$ cat src/rtl/cmt_pkg.sv
`timescale 1ns/1ps
package cmt_pkg;

  localparam int PH_N  = 3;
  localparam int SEL_W = $clog2(PH_N + 1);
  localparam int ST_W  = $clog2(2 * PH_N + 1);

  localparam logic [SEL_W-1:0] SEL_NONE = {SEL_W{1'b1}};
  localparam logic [PH_N-1:0]  PARK_LO  = 3'b010;
  localparam logic [PH_N-1:0]  PARK_HI  = 3'b101;

  typedef enum logic [ST_W-1:0] {
    ST_PARK = 3'd0,
    ST_A    = 3'd1,
    ST_B    = 3'd2,
    ST_C    = 3'd3,
    ST_D    = 3'd4,
    ST_E    = 3'd5,
    ST_F    = 3'd6
  } cmt_state_e;

  typedef enum logic [1:0] {
    MODE_ALIGN = 2'd0,
    MODE_RAMP  = 2'd1,
    MODE_RUN   = 2'd2,
    MODE_RSVD  = 2'd3
  } cmt_mode_e;

  // phase index driven low in a commutating state
  function automatic logic [SEL_W-1:0] lo_phase(cmt_state_e st);
    case (st)
      ST_A, ST_B: lo_phase = 2'd2;
      ST_C, ST_D: lo_phase = 2'd0;
      default:    lo_phase = 2'd1;
    endcase
  endfunction

  // phase index driven high in a commutating state
  function automatic logic [SEL_W-1:0] hi_phase(cmt_state_e st);
    case (st)
      ST_A, ST_F: hi_phase = 2'd0;
      ST_B, ST_C: hi_phase = 2'd1;
      default:    hi_phase = 2'd2;
    endcase
  endfunction

  function automatic cmt_state_e advance(cmt_state_e st);
    case (st)
      ST_PARK, ST_F: advance = ST_A;
      default:       advance = cmt_state_e'(st + 1'b1);
    endcase
  endfunction

endpackage

$ cat src/rtl/cmt_seq.sv
`timescale 1ns/1ps
module cmt_seq
  import cmt_pkg::*;
(
  input  logic       clk_i,
  input  logic       rst_ni,
  input  logic       clear_i,
  input  logic       step_i,
  input  logic [1:0] mode_i,
  output cmt_state_e state_o
);

  cmt_state_e state_q, state_d;
  cmt_mode_e  mode;
  logic       parked;

  assign mode   = cmt_mode_e'(mode_i);
  assign parked = (mode == MODE_ALIGN) || (mode == MODE_RSVD);

  always_comb begin
    state_d = state_q;
    if (clear_i || parked) state_d = ST_PARK;
    else if (step_i)       state_d = advance(state_q);
  end

  always_ff @(posedge clk_i or negedge rst_ni) begin
    if (!rst_ni) state_q <= ST_PARK;
    else         state_q <= state_d;
  end

  assign state_o = state_q;

  p_align_park_r2: assert property (@(posedge clk_i) disable iff (!rst_ni)
    (mode_i == 2'b00) |=> (state_q == ST_PARK));

  p_rsvd_park_r3: assert property (@(posedge clk_i) disable iff (!rst_ni)
    (mode_i == 2'b11) |=> (state_q == ST_PARK));

  p_start_r4: assert property (@(posedge clk_i) disable iff (!rst_ni)
    (state_q == ST_PARK && step_i && !clear_i && mode_i[0] != mode_i[1])
    |=> (state_q == ST_A));

  p_wrap_r5: assert property (@(posedge clk_i) disable iff (!rst_ni)
    (state_q == ST_F && step_i && !clear_i && mode_i[0] != mode_i[1])
    |=> (state_q == ST_A));

  p_hold_r8: assert property (@(posedge clk_i) disable iff (!rst_ni)
    (!step_i && !clear_i && mode_i[0] != mode_i[1]) |=> $stable(state_q));

  p_clear_r10: assert property (@(posedge clk_i) disable iff (!rst_ni)
    clear_i |=> (state_q == ST_PARK));

endmodule

$ cat src/rtl/cmt_decode.sv
`timescale 1ns/1ps
module cmt_decode
  import cmt_pkg::*;
(
  input  cmt_state_e             state_i,
  output logic [PH_N-1:0]        lo_o,
  output logic [PH_N-1:0]        hi_o,
  output logic [SEL_W-1:0]       sel_o
);

  logic             park;
  logic [SEL_W-1:0] lo_idx, hi_idx;

  assign park   = (state_i == ST_PARK);
  assign lo_idx = lo_phase(state_i);
  assign hi_idx = hi_phase(state_i);

  for (genvar p = 0; p < PH_N; p++) begin : g_phase
    assign lo_o[p] = park ? PARK_LO[p] : (lo_idx == SEL_W'(p));
    assign hi_o[p] = park ? PARK_HI[p] : (hi_idx == SEL_W'(p));
  end

  // undriven phase is the index sum complement: 0+1+2 = 3
  assign sel_o = park ? SEL_NONE : SEL_W'(3 - lo_idx - hi_idx);

endmodule

$ cat src/rtl/cmt_six_step.sv
`timescale 1ns/1ps
module cmt_six_step
  import cmt_pkg::*;
(
  input  logic       clk_i,
  input  logic       rst_ni,
  input  logic       clear_i,
  input  logic       step_i,
  input  logic [1:0] mode_i,
  output logic [2:0] lo_req_o,
  output logic [2:0] hi_req_o,
  output logic [1:0] sample_sel_o
);

  cmt_state_e state;

  cmt_seq u_seq (
    .clk_i   (clk_i),
    .rst_ni  (rst_ni),
    .clear_i (clear_i),
    .step_i  (step_i),
    .mode_i  (mode_i),
    .state_o (state)
  );

  cmt_decode u_dec (
    .state_i (state),
    .lo_o    (lo_req_o),
    .hi_o    (hi_req_o),
    .sel_o   (sample_sel_o)
  );

  p_pair_r9: assert property (@(posedge clk_i) disable iff (!rst_ni)
    (sample_sel_o != 2'b11) |->
      ($countones(lo_req_o) == 1 && $countones(hi_req_o) == 1 &&
       (lo_req_o & hi_req_o) == 3'b000));

  p_park_three_r9: assert property (@(posedge clk_i) disable iff (!rst_ni)
    (sample_sel_o == 2'b11) |-> ($countones({lo_req_o, hi_req_o}) == 3));

  p_sample_idle_r7: assert property (@(posedge clk_i) disable iff (!rst_ni)
    (sample_sel_o != 2'b11) |->
      (!lo_req_o[sample_sel_o] && !hi_req_o[sample_sel_o]));

endmodule

$ cat config.mk
export PLATFORM = sky130hd
export DESIGN_NAME = cmt_six_step
export DESIGN_NICKNAME = d
export VERILOG_FILES = /design/src/rtl/cmt_pkg.sv /design/src/rtl/cmt_seq.sv /design/src/rtl/cmt_decode.sv /design/src/rtl/cmt_six_step.sv
export SDC_FILE = /design/constraint.sdc
export NUM_CORES = 1
export LEC_CHECK = 0
export BUFFER_PORTS_ARGS = -buffer_cell sky130_fd_sc_hd__buf_2
export CORE_AREA = 5 5 42 44
export CTS_BUF_LIST = sky130_fd_sc_hd__clkbuf_16
export DETAILED_ROUTE_END_ITERATION = 12
export DIE_AREA = 0 0 47 49
export PLACE_DENSITY_LB_ADDON = 0.3
export SLEW_MARGIN = 20
export SYNTH_ARGS = -nofsm -noshare
export SYNTH_HDL_FRONTEND = slang
export SYNTH_SLANG_ARGS = --single-unit
$ cat constraint.sdc
create_clock -name clk_i -period 2.4 [get_ports clk_i]
set_clock_uncertainty 0.05 [all_clocks]
set_input_delay 0.36 -clock clk_i [delete_from_list [all_inputs] [get_ports clk_i]]
set_output_delay 0.36 -clock clk_i [all_outputs]
set_load 0.02 [all_outputs]
======== Word level (Yosys, flattened, before mapping) ========
Index checks and enable logic that the tools add are counted.
word-level totals
  output and inout port bits .............. 8
  register bits ........................... 3
  input port bits ......................... 6
  logic and storage cells ................. 38
cells by class
  muxes and demuxes ....................... 12
  $add $sub $neg .......................... 3
  equal/unequal tests ..................... 10
  reduce and logical (&&, ||, !) cells .... 12
operator list
  kind                   number
  $reduce_or A2 Y1       5
  $mux W3                3
  $pmux W2 S2            2
  $eq A2 B2 Y1 const B   3
  $eq A3 B2 Y1 const B   2
  $eq A3 B3 Y1 const B   2
  $logic_not A2 Y1       3
  $mux W1                6
  $eq A2 B1 Y1 const B   2
  $add A3 B1 Y3 const B  1
  $eq A3 B1 Y1 const B   1
  $logic_not A3 Y1       1
  $logic_or A1 B1 Y1     2
  $mux W2                1
  $reduce_bool A2 Y1     1
  $sub A2 B2 Y2          1
  $sub A2 B2 Y2 const A  1

======== Depth between registers and ports, before layout ========
  word-level depth ........................ 6
  mapped depth ............................ 7
  mapped depth without buffers ............ 7

======== Cells and area by module ========
From an unflattened synthesis, not the netlist that was laid out.
second synthesis, totals
  cells, all modules ...................... 44
  area total of the unflattened synthesis .. 382.9 um^2
modules (own cells, without submodules)
  module      area an instance (um^2)  cells each  seq. area each (um^2)  instances
  cmt_seq     207.7                    21          75.1                   1
  cmt_decode  175.2                    23          0.0                    1

======== Worst setup path after synthesis ========
OpenSTA, ideal clock, no wires.
  kind .................................... register -> output
  start ................................... register u_seq.state_q[0] (netlist: u_seq.state_o[0])
  end ..................................... output sample_sel_o[1]
  cell stages (with the launch flop) ...... 8
  buffers on the path ..................... 0
  data arrival time ....................... 1.873 ns
  slack ................................... 0.117 ns
  data required time ...................... 1.990 ns
  path through ............................ dfrtp_1 -> inv_2 -> ha_1 -> or4_1 -> o21ai_1 -> ha_1 -> nor2_1 -> a32o_1
on the way
  longest elaborated chain between the ends .. 6
  elaborated cells on any way between the ends .. 15
  those cells by class .................... add/sub: 2; eq/ne: 5; mux: 3; reduce/logical: 5
ends and longest elaborated chain
  element                               line                RTL
  from (decl)                           cmt_seq.sv:13       cmt_state_e state_q, state_d;
  from (signal assigned)                cmt_seq.sv:28       else state_q <= state_d;
  $eq A3 B3 Y1 (tied with other cells)  cmt_pkg.sv:31       case (st)
  $reduce_or A2 Y1                      cmt_pkg.sv:31
  $pmux W2 S2                           cmt_pkg.sv:31
  $sub A2 B2 Y2 (2 in series)           cmt_decode.sv:24    assign sel_o = park ? SEL_NONE : SEL_W'(3 - lo_idx - hi_idx);
  $mux W2 *                             cmt_decode.sv:24
  to (decl)                             cmt_six_step.sv:12  output logic [1:0] sample_sel_o
Every way passes the cells marked *; elsewhere a longest branch is shown, timed or not.

======== Worst setup path after layout ========
Ends and elaborated chain as after synthesis.

==> flow_summary.yaml <==
critical_path:
  crit_required_ps: 1990
  critPathArrivalTime_ps: 2060
  path_class: "register to output pin"
  startpoint_type: "register"
  worstPathMaxFanout: 4
  crit_path_end_kind: "output pin"
synth:
  yosys.area.top_type: "dfrtp_1"
  synth_top_area_frac: 0.1961
  ys_ff_latch: 3
  ys.flop_type: "dfrtp_1"
  ys_warn_count: 0
  synth_edf_count: 0
  netlist_area_um2: 382.9
  ys_types: 23
  synth-seq-area-share: 0.1961
  synth_common_cells: "nor2_1 (6), ha_1 (5), a21oi_1 (4), o21ai_0 (4), o21ai_1 (4)"
  synth_area_per_cell_um2: 7.657
  synth.most_common_cell: "nor2_1"
  syn-num-nets: 61
  synthTopCellsByArea: "dfrtp_1 (20%), ha_1 (16%), nor2_1 (5.9%)"
  synth_cells: 50
  ys_async_sr_fraction: 1.000
finish:
  largest_reg_flops: 3
  antenna_cells: 0
  final_cells: 94
  synthToLayoutAreaGrowth_pct: 72.55
  drive_above_1_share: 0.5000
  fin_nets: 90
  utilization: 0.4714
  stdcell_area_um2: 660.6
routing:
  drt_first_pass_iters: 5
  vias: 463
  via_per_inst: 4.926
  routed_wl_um: 1141
  drt-wirelength-per-cell_um: 12.14
  drtAntennaViolNets: 0
  drt_iter0_drc: 3
  drc: 0
pwr:
  power.total_w: 0.0003802
  p_switching_w: 0.00008312
  share_comb_of_total_power: 0.164
  clkPwrFrac: 0.693
  peakVddDrop_mv: 0.4442
  power_density_nw_per_um2: 575.5
  power.internal_w: 0.0002971
  p_leak_nw: 0.3114
  switching_share: 0.2186
  seqPwrFrac: 0.143
clock_network:
  root_buffer: "clkbuf_16"
  h-tree-depth: 1
  cts_buffers: 3
  max-clock-path-buffers: 2
  clkTransAtPathRegs_ps: 30
  cts.sinks: 3
  clkLatencyLatePin_ps: 230
  cts_tree: "built"
floorplanning:
  die_area_um2: 2303
  core_area_um2: 1401
  die_h_um: 49
  io_pins: 14
  initial_core_util: 0.2732
  rows: 14
  dieWidth_um: 47
sta:
  clock.fmax_mhz: 405.3
  fin_ws_ps: -67.18
  hold_violations: 0
  fin_crit_sh: 1.028
  rsz0062_at_grt: "yes"
  fin_crit_ps: 2467
  max_slew.worst_pin.slew_ps: 229.1
  setup_viol: 1
  slew_headroom: 0.8448
  slew_viol_final: 0
global_route:
  track_usage: 0.1106
  gr-total-overflow: 0
  grt_pass1_wl_um: 1904
  antenna_found_initial: 0
  grt_pass1_vias: 482
  grt_max_degree: 10
placement:
  place.gp.congestion: 0.8176
  dp_slack_ps: 142.5
  portBuffers: 13
  dp_hpwl_um: 820.2
  dp.cells: 87
  dpl_cell_area_um2: 524.3
run_status:
  outcome: "complete, but fails checks"
  violations: "setup timing"
run:
  drv_cap: 0
min_path:
  hold_class: "input pin to register"
[path summary, 6_finish.rpt]
check	start	end	slack, ps	depth (start not counted)
setup / recovery	u_seq.state_o[0]	sample_sel_o[1]	-70	7
hold / removal	clear_i	u_seq.state_o[0]	380	3
setup reg to reg	u_seq.state_o[0]	u_seq.state_o[2]	800	7
hold reg to reg	u_seq.state_o[2]	u_seq.state_o[2]	660	3
max in group asynchronous	rst_ni	u_seq.state_o[0]	1770	2
min in group asynchronous	rst_ni	u_seq.state_o[1]	410	2
[routing by layer]
layer | up-vias | share of wire | track usage
met2 | 15 | 0.51 | 0.1900
met5 | - | 0 | 0
met4 | 0 | 0.013 | 0.04147
met3 | 2 | 0.073 | 0.03321
met1 | 206 | 0.40 | 0.1211
li1 | 240 | - | -
[area by class of cell]
type,count,area [µm²]
tap,16,20.02
fill,149,740.7
multi-input combinational,42,302.8
inverter,4,15.01
sequential,3,77.57
clock inverter,1,3.754
timing repair buffer,25,166.4
clock buffer,3,75.07
[per-stage QoR]
stage                     hold slack [ps]  setup TNS, ps
after detailed placement            108.3              0
after floorplan                     14.41              0
after global routing                397.5         -142.7
after CTS                           394.0         -31.51
after global placement              107.6              0
final                               381.8         -67.18
[what timing repair did]
| action | 4_1_cts | 5_1_grt |
|---|---|---|
| hold buffers | 1 | 0 |
| endpoints found under the hold margin | 3 | 0 |
| buffers inserted | 2 | 0 |
| pin swaps | 2 | 2 |
| resized for setup | 10 | 3 |
| setup endpoints to repair | 2 | 2 |
[power by group through the flow]
stage | logic (W) | registers, W | clock network [W]
after floorplan | 0.0000313 | 0.0000550 | 0
after detailed placement | 0.0000543 | 0.0000546 | 0
final | 0.0000622 | 0.0000545 | 0.000263
after global placement | 0.0000544 | 0.0000543 | 0
after CTS | 0.0000616 | 0.0000543 | 0.000268
after global routing | 0.0000690 | 0.0000547 | 0.000278
[worst max-delay path: stages (launching register included)]
cell,delay (ps)
dfrtp_2,440
ha_4,180
or4_1,510
o21ai_1,110
ha_2,200
nor2_1,50
a32o_2,230
buf_6,130
[kinds of logic after synthesis]
logic type      after synthesis  share of synthesized area
xor+xnor                      1                    0.02288
simple gates                 18                     0.2451
mux                           2                    0.05229
fa+ha+maj                     5                     0.1634
buf+inv                       5                    0.06864
compound gates               16                     0.2517
flops                         3                     0.1961
[layout by cell type, fill, tap and decap left out]
cell	n
buf_4	12
buf_2	11
nor2_1	6
o21ai_1	5
a21oi_1	4
inv_2	3
o21ai_0	3
nand3_1	3
ha_2	3
clkbuf_16	3
inv_1	2
nor3_1	2
mux2i_1	2
nand2b_1	2
dfrtp_2	2
or4_1	1
o31a_1	1
nor2_2	1
nor4_1	1
nor3_2	1
o311ai_1	1
a32o_2	1
nand2_1	1
xor2_1	1
a32oi_1	1
ha_1	1
ha_4	1
dlygate4sd3_1	1
buf_6	1
dfrtp_1	1
Power figures use the tool's default switching activity.
